File: src/rtl/mcf_pkg.sv
package mcf_pkg;
  localparam int KIND_LSB   = 60;
  localparam int VID_LSB    = 48;
  localparam int VID_W      = 12;
  localparam int MAC_W      = 48;
  localparam int GROUP_BIT  = 40;
  localparam int PINNED_BIT = 65;
  localparam int MEMBER_LSB = 66;

  typedef enum logic [1:0] {
    KIND_FREE      = 2'd0,
    KIND_ADDR      = 2'd1,
    KIND_VLAN      = 2'd2,
    KIND_VLAN_ADDR = 2'd3
  } kind_e;

  typedef enum logic [1:0] {
    ST_IDLE,
    ST_ISSUE,
    ST_CAPTURE,
    ST_WRITE
  } walk_state_e;
endpackage

File: src/rtl/mcf_index_walker.sv
module mcf_index_walker #(
  parameter int DEPTH = 64,
  parameter int AW    = $clog2(DEPTH)
) (
  input  logic          clk,
  input  logic          rst,
  input  logic          restart,
  input  logic          advance,
  output logic [AW-1:0] idx,
  output logic          at_last
);
  localparam logic [AW-1:0] LAST_IDX = AW'(DEPTH - 1);

  always_ff @(posedge clk) begin
    if (rst || restart) idx <= '0;
    else if (advance)   idx <= idx + 1'b1;
  end

  assign at_last = (idx == LAST_IDX);
endmodule

File: src/rtl/mcf_entry_judge.sv
module mcf_entry_judge
  import mcf_pkg::*;
#(
  parameter int PORTS = 6,
  parameter int EW    = MEMBER_LSB + PORTS
) (
  input  logic [EW-1:0]    entry,
  input  logic [PORTS-1:0] drop_ports,
  input  logic [VID_W-1:0] vid,
  input  logic             all_vlans,
  output logic             need_write,
  output logic             release_it,
  output logic [EW-1:0]    new_entry
);
  kind_e            kind;
  logic             is_addr;
  logic             vid_ok;
  logic             bcast;
  logic [PORTS-1:0] members;
  logic [PORTS-1:0] remaining;
  logic             overlap;

  always_comb begin
    kind       = kind_e'(entry[KIND_LSB +: 2]);
    is_addr    = (kind == KIND_ADDR) || (kind == KIND_VLAN_ADDR);
    vid_ok     = all_vlans || (entry[VID_LSB +: VID_W] == vid);
    bcast      = &entry[MAC_W-1:0];
    members    = entry[MEMBER_LSB +: PORTS];
    overlap    = |(members & drop_ports);
    remaining  = members & ~drop_ports;
    need_write = is_addr && vid_ok && entry[GROUP_BIT] && !entry[PINNED_BIT]
                 && !bcast && overlap;
    release_it = need_write && (remaining == '0);
    new_entry  = entry;
    if (release_it) new_entry[KIND_LSB +: 2] = KIND_FREE;
    else            new_entry[MEMBER_LSB +: PORTS] = remaining;
  end
endmodule

File: src/rtl/mcf_release_tally.sv
module mcf_release_tally #(
  parameter int DEPTH = 64,
  parameter int CW    = $clog2(DEPTH + 1)
) (
  input  logic          clk,
  input  logic          rst,
  input  logic          restart,
  input  logic          bump,
  output logic [CW-1:0] count
);
  always_ff @(posedge clk) begin
    if (rst || restart) count <= '0;
    else if (bump)      count <= count + 1'b1;
  end
endmodule

File: src/rtl/mcast_flush_engine.sv
module mcast_flush_engine
  import mcf_pkg::*;
#(
  parameter int PORTS = 6,
  parameter int DEPTH = 64,
  localparam int EW   = MEMBER_LSB + PORTS,
  localparam int AW   = $clog2(DEPTH),
  localparam int CW   = $clog2(DEPTH + 1)
) (
  input  logic             clk,
  input  logic             rst,
  input  logic             cmd_valid,
  input  logic [PORTS-1:0] cmd_ports,
  input  logic [VID_W-1:0] cmd_vid,
  input  logic             cmd_all_vlans,
  output logic             busy,
  output logic             cmd_reject,
  output logic             done,
  output logic [CW-1:0]    freed_count,
  output logic             tbl_rd_en,
  output logic [AW-1:0]    tbl_addr,
  input  logic [EW-1:0]    tbl_rd_data,
  output logic             tbl_wr_en,
  output logic [EW-1:0]    tbl_wr_data
);
  walk_state_e      state;
  logic [PORTS-1:0] hold_ports;
  logic [VID_W-1:0] hold_vid;
  logic             hold_all;
  logic             need_write;
  logic             release_it;
  logic [EW-1:0]    new_entry;
  logic             at_last;
  logic             accept;
  logic             advance;
  logic             bump;

  assign accept  = (state == ST_IDLE) && cmd_valid;
  assign advance = ((state == ST_CAPTURE) && !need_write && !at_last) ||
                   ((state == ST_WRITE) && !at_last);
  assign bump    = (state == ST_CAPTURE) && release_it;
  assign busy    = (state != ST_IDLE);

  mcf_index_walker #(.DEPTH(DEPTH), .AW(AW)) u_walk (
    .clk(clk), .rst(rst), .restart(accept), .advance(advance),
    .idx(tbl_addr), .at_last(at_last)
  );

  mcf_entry_judge #(.PORTS(PORTS), .EW(EW)) u_judge (
    .entry(tbl_rd_data), .drop_ports(hold_ports), .vid(hold_vid),
    .all_vlans(hold_all), .need_write(need_write), .release_it(release_it),
    .new_entry(new_entry)
  );

  mcf_release_tally #(.DEPTH(DEPTH), .CW(CW)) u_tally (
    .clk(clk), .rst(rst), .restart(accept), .bump(bump), .count(freed_count)
  );

  always_ff @(posedge clk) begin
    if (rst) begin
      state       <= ST_IDLE;
      hold_ports  <= '0;
      hold_vid    <= '0;
      hold_all    <= 1'b0;
      tbl_rd_en   <= 1'b0;
      tbl_wr_en   <= 1'b0;
      tbl_wr_data <= '0;
      done        <= 1'b0;
      cmd_reject  <= 1'b0;
    end else begin
      tbl_rd_en  <= 1'b0;
      tbl_wr_en  <= 1'b0;
      done       <= 1'b0;
      cmd_reject <= cmd_valid && (state != ST_IDLE);
      case (state)
        ST_IDLE: if (cmd_valid) begin
          hold_ports <= cmd_ports;
          hold_vid   <= cmd_vid;
          hold_all   <= cmd_all_vlans;
          tbl_rd_en  <= 1'b1;
          state      <= ST_ISSUE;
        end
        ST_ISSUE: state <= ST_CAPTURE;
        ST_CAPTURE: begin
          if (need_write) begin
            tbl_wr_en   <= 1'b1;
            tbl_wr_data <= new_entry;
            state       <= ST_WRITE;
          end else if (at_last) begin
            done  <= 1'b1;
            state <= ST_IDLE;
          end else begin
            tbl_rd_en <= 1'b1;
            state     <= ST_ISSUE;
          end
        end
        ST_WRITE: begin
          if (at_last) begin
            done  <= 1'b1;
            state <= ST_IDLE;
          end else begin
            tbl_rd_en <= 1'b1;
            state     <= ST_ISSUE;
          end
        end
        default: state <= ST_IDLE;
      endcase
    end
  end
endmodule

File: config.mk
export PLATFORM = sky130hd
export DESIGN_NAME = mcast_flush_engine
export DESIGN_NICKNAME = d
export VERILOG_FILES = /design/src/rtl/mcf_pkg.sv /design/src/rtl/mcf_index_walker.sv /design/src/rtl/mcf_entry_judge.sv /design/src/rtl/mcf_release_tally.sv /design/src/rtl/mcast_flush_engine.sv
export SDC_FILE = /design/constraint.sdc
export NUM_CORES = 1
export LEC_CHECK = 0
export ABC_AREA = 0
export BUFFER_PORTS_ARGS = -buffer_cell sky130_fd_sc_hd__buf_2
export CORE_MARGIN = 4
export CORE_UTILIZATION = 25
export CTS_CLUSTER_SIZE = 25
export DETAILED_ROUTE_END_ITERATION = 12
export MAX_ROUTING_LAYER = met4
export PLACE_DENSITY = 0.49
export SLEW_MARGIN = 0
export SYNTH_ARGS = -nofsm -noshare
export SYNTH_HDL_FRONTEND = slang
export SYNTH_SLANG_ARGS = --single-unit
File: constraint.sdc
create_clock -name clk -period 4.4 [get_ports clk]
set_input_delay 0.22 -clock clk [delete_from_list [all_inputs] [get_ports clk]]
set_output_delay 0.22 -clock clk [all_outputs]
set_load 0.01 [all_outputs]
==> Flow_metrics.wiki <==
{| class="wikitable"
! Metric !! Value
|-
| Area after DPL || 0.00543 mm^2
|-
| Max frequency || 0.360 GHz
|-
| First-pass GRT wire length || 20100 um
|-
| Critical Setup Path Class || flop to flop
|-
| Slowest library cell on the worst path || nand2_4
|-
| Number of cells produced by synthesis || between 400 and 500
|-
| Synth Flop Type || dfxtp_1
|-
| Flops & latches, synth || between 100 and 150
|-
| Root Buffer || clkbuf_16
|-
| Unique masters post-synth || 37
|-
| Ranking of synthesized cells by area || dfxtp_1 51%, mux2i_1 15%, nor2_1 6.2%
|-
| Max-slew violation count || 0
|-
| Initial Utilization || 0.259
|-
| Sum of internal, switching and leakage power || 1.97 mW
|-
| Overflow after GRT || 0
|-
| Worst vdd rail ir drop || 195 uV
|-
| Avg Inst Size Synth || 9.32 um^2
|-
| Post-synth top area share || 0.508
|-
| Crit share post-route || 0.631
|-
| CP Buf/Inv Count || 1
|-
| X dimension of the die || between 100 and 150 um
|-
| Cell-by-cell trace of the critical path || a22oi_1 -> a31o_1 -> a311oi_2 -> nand2_4 -> buf_4 -> mux2i_1 -> nor2_1
|-
| Number of buffers created by CTS || 9
|-
| Remaining antenna violation count after routing || 0
|-
| Number of buffer cells added on primary ports || ~180
|-
| Synth warn || 0
|-
| Maximum level of the CTS H-tree || 3
|-
| Half-perimeter wire length after detailed placement || roughly 9300 um
|-
| Clock-pin transition on the worst setup and hold timing paths || 0.07 ns
|-
| Total power density per cell area || 345 mW/mm^2
|-
| Worst hold margin || slightly above 0.1 ns
|-
| Run status || finished, final reports clean
|-
| Antenna violations before repair || 4
|-
| Detailed Routing Iterations Pass 1 || 4
|-
| Dominant cell by count in the synthesized netlist || dfxtp_1
|-
| Core Footprint || 0.0168 mm^2
|-
| Cell leakage power || about 3 nW
|-
| Worst slew margin || 0.247
|-
| Slew at the pin closest to its max-slew limit || approximately 1.1 ns
|-
| Final count of negative-setup-slack endpoints || 0
|-
| Routed wire length || 12800 um
|-
| Die Span Y || between 100 and 150 um
|-
| Path type of the worst min-delay path || primary input to flop
|-
| Area growth, synth to finish || 32.1%
|-
| Remaining routing DRC violations || 0
|-
| CP Launch Type || flop
|-
| Hold buffer count at CTS || 0
|-
| Maximum Capacitance Violations || 0
|-
| Number of nets in the synthesized netlist || around 560
|-
| Largest net degree at the start of global routing || 100
|-
| Die area || 0.0195 mm^2
|-
| Maximum root-to-sink buffer count || 2
|-
| Initial drt markers || 114
|-
| Number of placement rows || 47
|-
| Unrepaired setup endpoints after global routing || no
|-
| CP required || 4.60 ns
|-
| Vias in the first global route || 3802
|-
| Total routing usage reported by global routing || 0.131
|-
| Worst stage delay on the critical path || 0.71 ns
|-
| TritonCTS clock tree || yes
|-
| Post-CTS Resized || 0
|-
| Final RePlAce weighted congestion || 0.734
|-
| Count of clock tree sinks || 110
|-
| I/O pin cnt || roughly 180
|-
| Post-synth EDFFs || 0
|-
| Via/cell ratio || 4.49
|-
| Final hold violation count || 0
|-
| Routed WL per cell || 14.8 um
|-
| Finished layout cell area || 0.00573 mm^2
|-
| Accumulated negative setup slack || 0 ns
|-
| Async set-or-reset flop fraction in the synthesized netlist || 0
|-
| Crit path capture type || flop
|-
| Highest fanout seen on the critical path || 71
|-
| Vias || a little under 4000
|-
| Final critical delay including setup and external delays || around 2.8 ns
|-
| Cell taking the most area after synthesis || dfxtp_1
|-
| Family with the most delay on the worst path || compound AO/OA/AOI/OAI gates
|-
| Post-CTS setup-driven buffer insertion count || 0
|-
| Sequential-to-total area share from yosys stat || 0.508
|-
| Clock Skew || 0.00847 ns
|-
| Leading post-synthesis cells by instance count || 110 x dfxtp_1, 71 x nor2_1, 64 x mux2i_1, 53 x nand2_1, 35 x a21oi_1
|-
| Data arrival, critical path || 2.98 ns
|-
| # nets final || 730
|-
| Share of post-route cells with drive strength above 1 || 0.321
|-
| Cell area after synthesis || around 0.0043 mm^2
|-
| Worst-skew pair later-pin latency || 0.35 ns
|}
final cells by class:
type | count | area, um^2
Fill cell | 1771 | 11000
Sequential cell | 110 | 2200
Multi-Input combinational cell | 319 | 1990
Timing Repair Buffer | 184 | 926
Tap cell | 220 | 275
Clock buffer | 10 | 239
Clock inverter | 3 | 46.3
Inverter | 10 | 37.5
Antenna cell | 4 | 10.0
metal layers:
metal  share of wire  track usage  vias up
met5               0            -        -
met4          0.0095       0.0311        0
met3           0.066       0.0470       10
met2            0.48        0.212      121
met1            0.45        0.158     1791
li1                -            -     1939
placed cells by master, fill, tap and decap left out, types with 2 or more instances in the layout:
cell	netlist	layout
mux2i_1	64	64
diode_2	0	4
and4_1	2	2
a31oi_1	2	2
a211o_1	6	6
a22oi_1	3	3
inv_1	10	10
a21oi_1	35	35
nor2_1	71	71
nand2b_1	3	3
a31o_1	2	2
or3_1	7	7
ha_1	2	2
nand3_1	9	9
nand4_1	14	14
nor4_2	3	3
o21ai_0	7	7
nand2_1	53	53
clkbuf_16	0	9
xor2_1	15	15
dfxtp_1	110	110
or4_1	2	2
o22ai_1	3	3
buf_2	9	182
nor4_1	3	3
buf_4	0	2
path summary, 6_finish.rpt:
| check | start | cells after the start | slack [ns] | to |
|---|---|---|---|---|
| min reg2reg | tbl_wr_data[68] | 2 | 0.45 | tbl_wr_data[68] |
| max reg2reg | hold_ports[3] | 7 | 1.62 | tbl_wr_data[39] |
| min | cmd_vid[4] | 3 | 0.10 | hold_vid[4] |
| max | hold_ports[3] | 7 | 1.62 | tbl_wr_data[39] |
worst min-delay path: stages:
cell,delay (ns)
buf_2,0.09
nand2_1,0.05
a21oi_1,0.05
stage by stage:
step | worst slack, ns | instances | util
after floorplan | 2.63 | 465 | -
after CTS | 1.58 | 856 | 0.341
after global routing | 1.41 | 860 | 0.342
final | 1.62 | 860 | 0.342
after detailed placement | 1.29 | 843 | 0.324
after global placement | 1.43 | 843 | 0.324
kinds of logic after synthesis:
logic type | Yosys count | synth area share
compound gates | 62 | 0.0855
xor+xnor | 15 | 0.0303
fa+ha+maj | 2 | 0.00577
flops | 110 | 0.508
mux | 64 | 0.148
simple gates | 176 | 0.189
buf+inv | 36 | 0.0338
state kept, by name, indices dropped and copies added, names as in the netlist, 2 cells and up:
register	cells
u_tally.count	7
hold_ports	6
u_walk.idx	6
tbl_wr_data	72
state	2
hold_vid	12
power breakdown:
group | leakage [nW] | internal [mW] | switching, mW | total (mW)
Clock | 0.137 | 0.450 | 0.366 | 0.817
Combinational | 1.98 | 0.0557 | 0.0822 | 0.138
Sequential | 0.889 | 1.01 | 0.0104 | 1.02
Total | 3.01 | 1.52 | 0.459 | 1.97
No activity file was read; power rests on OpenSTA's default activity.
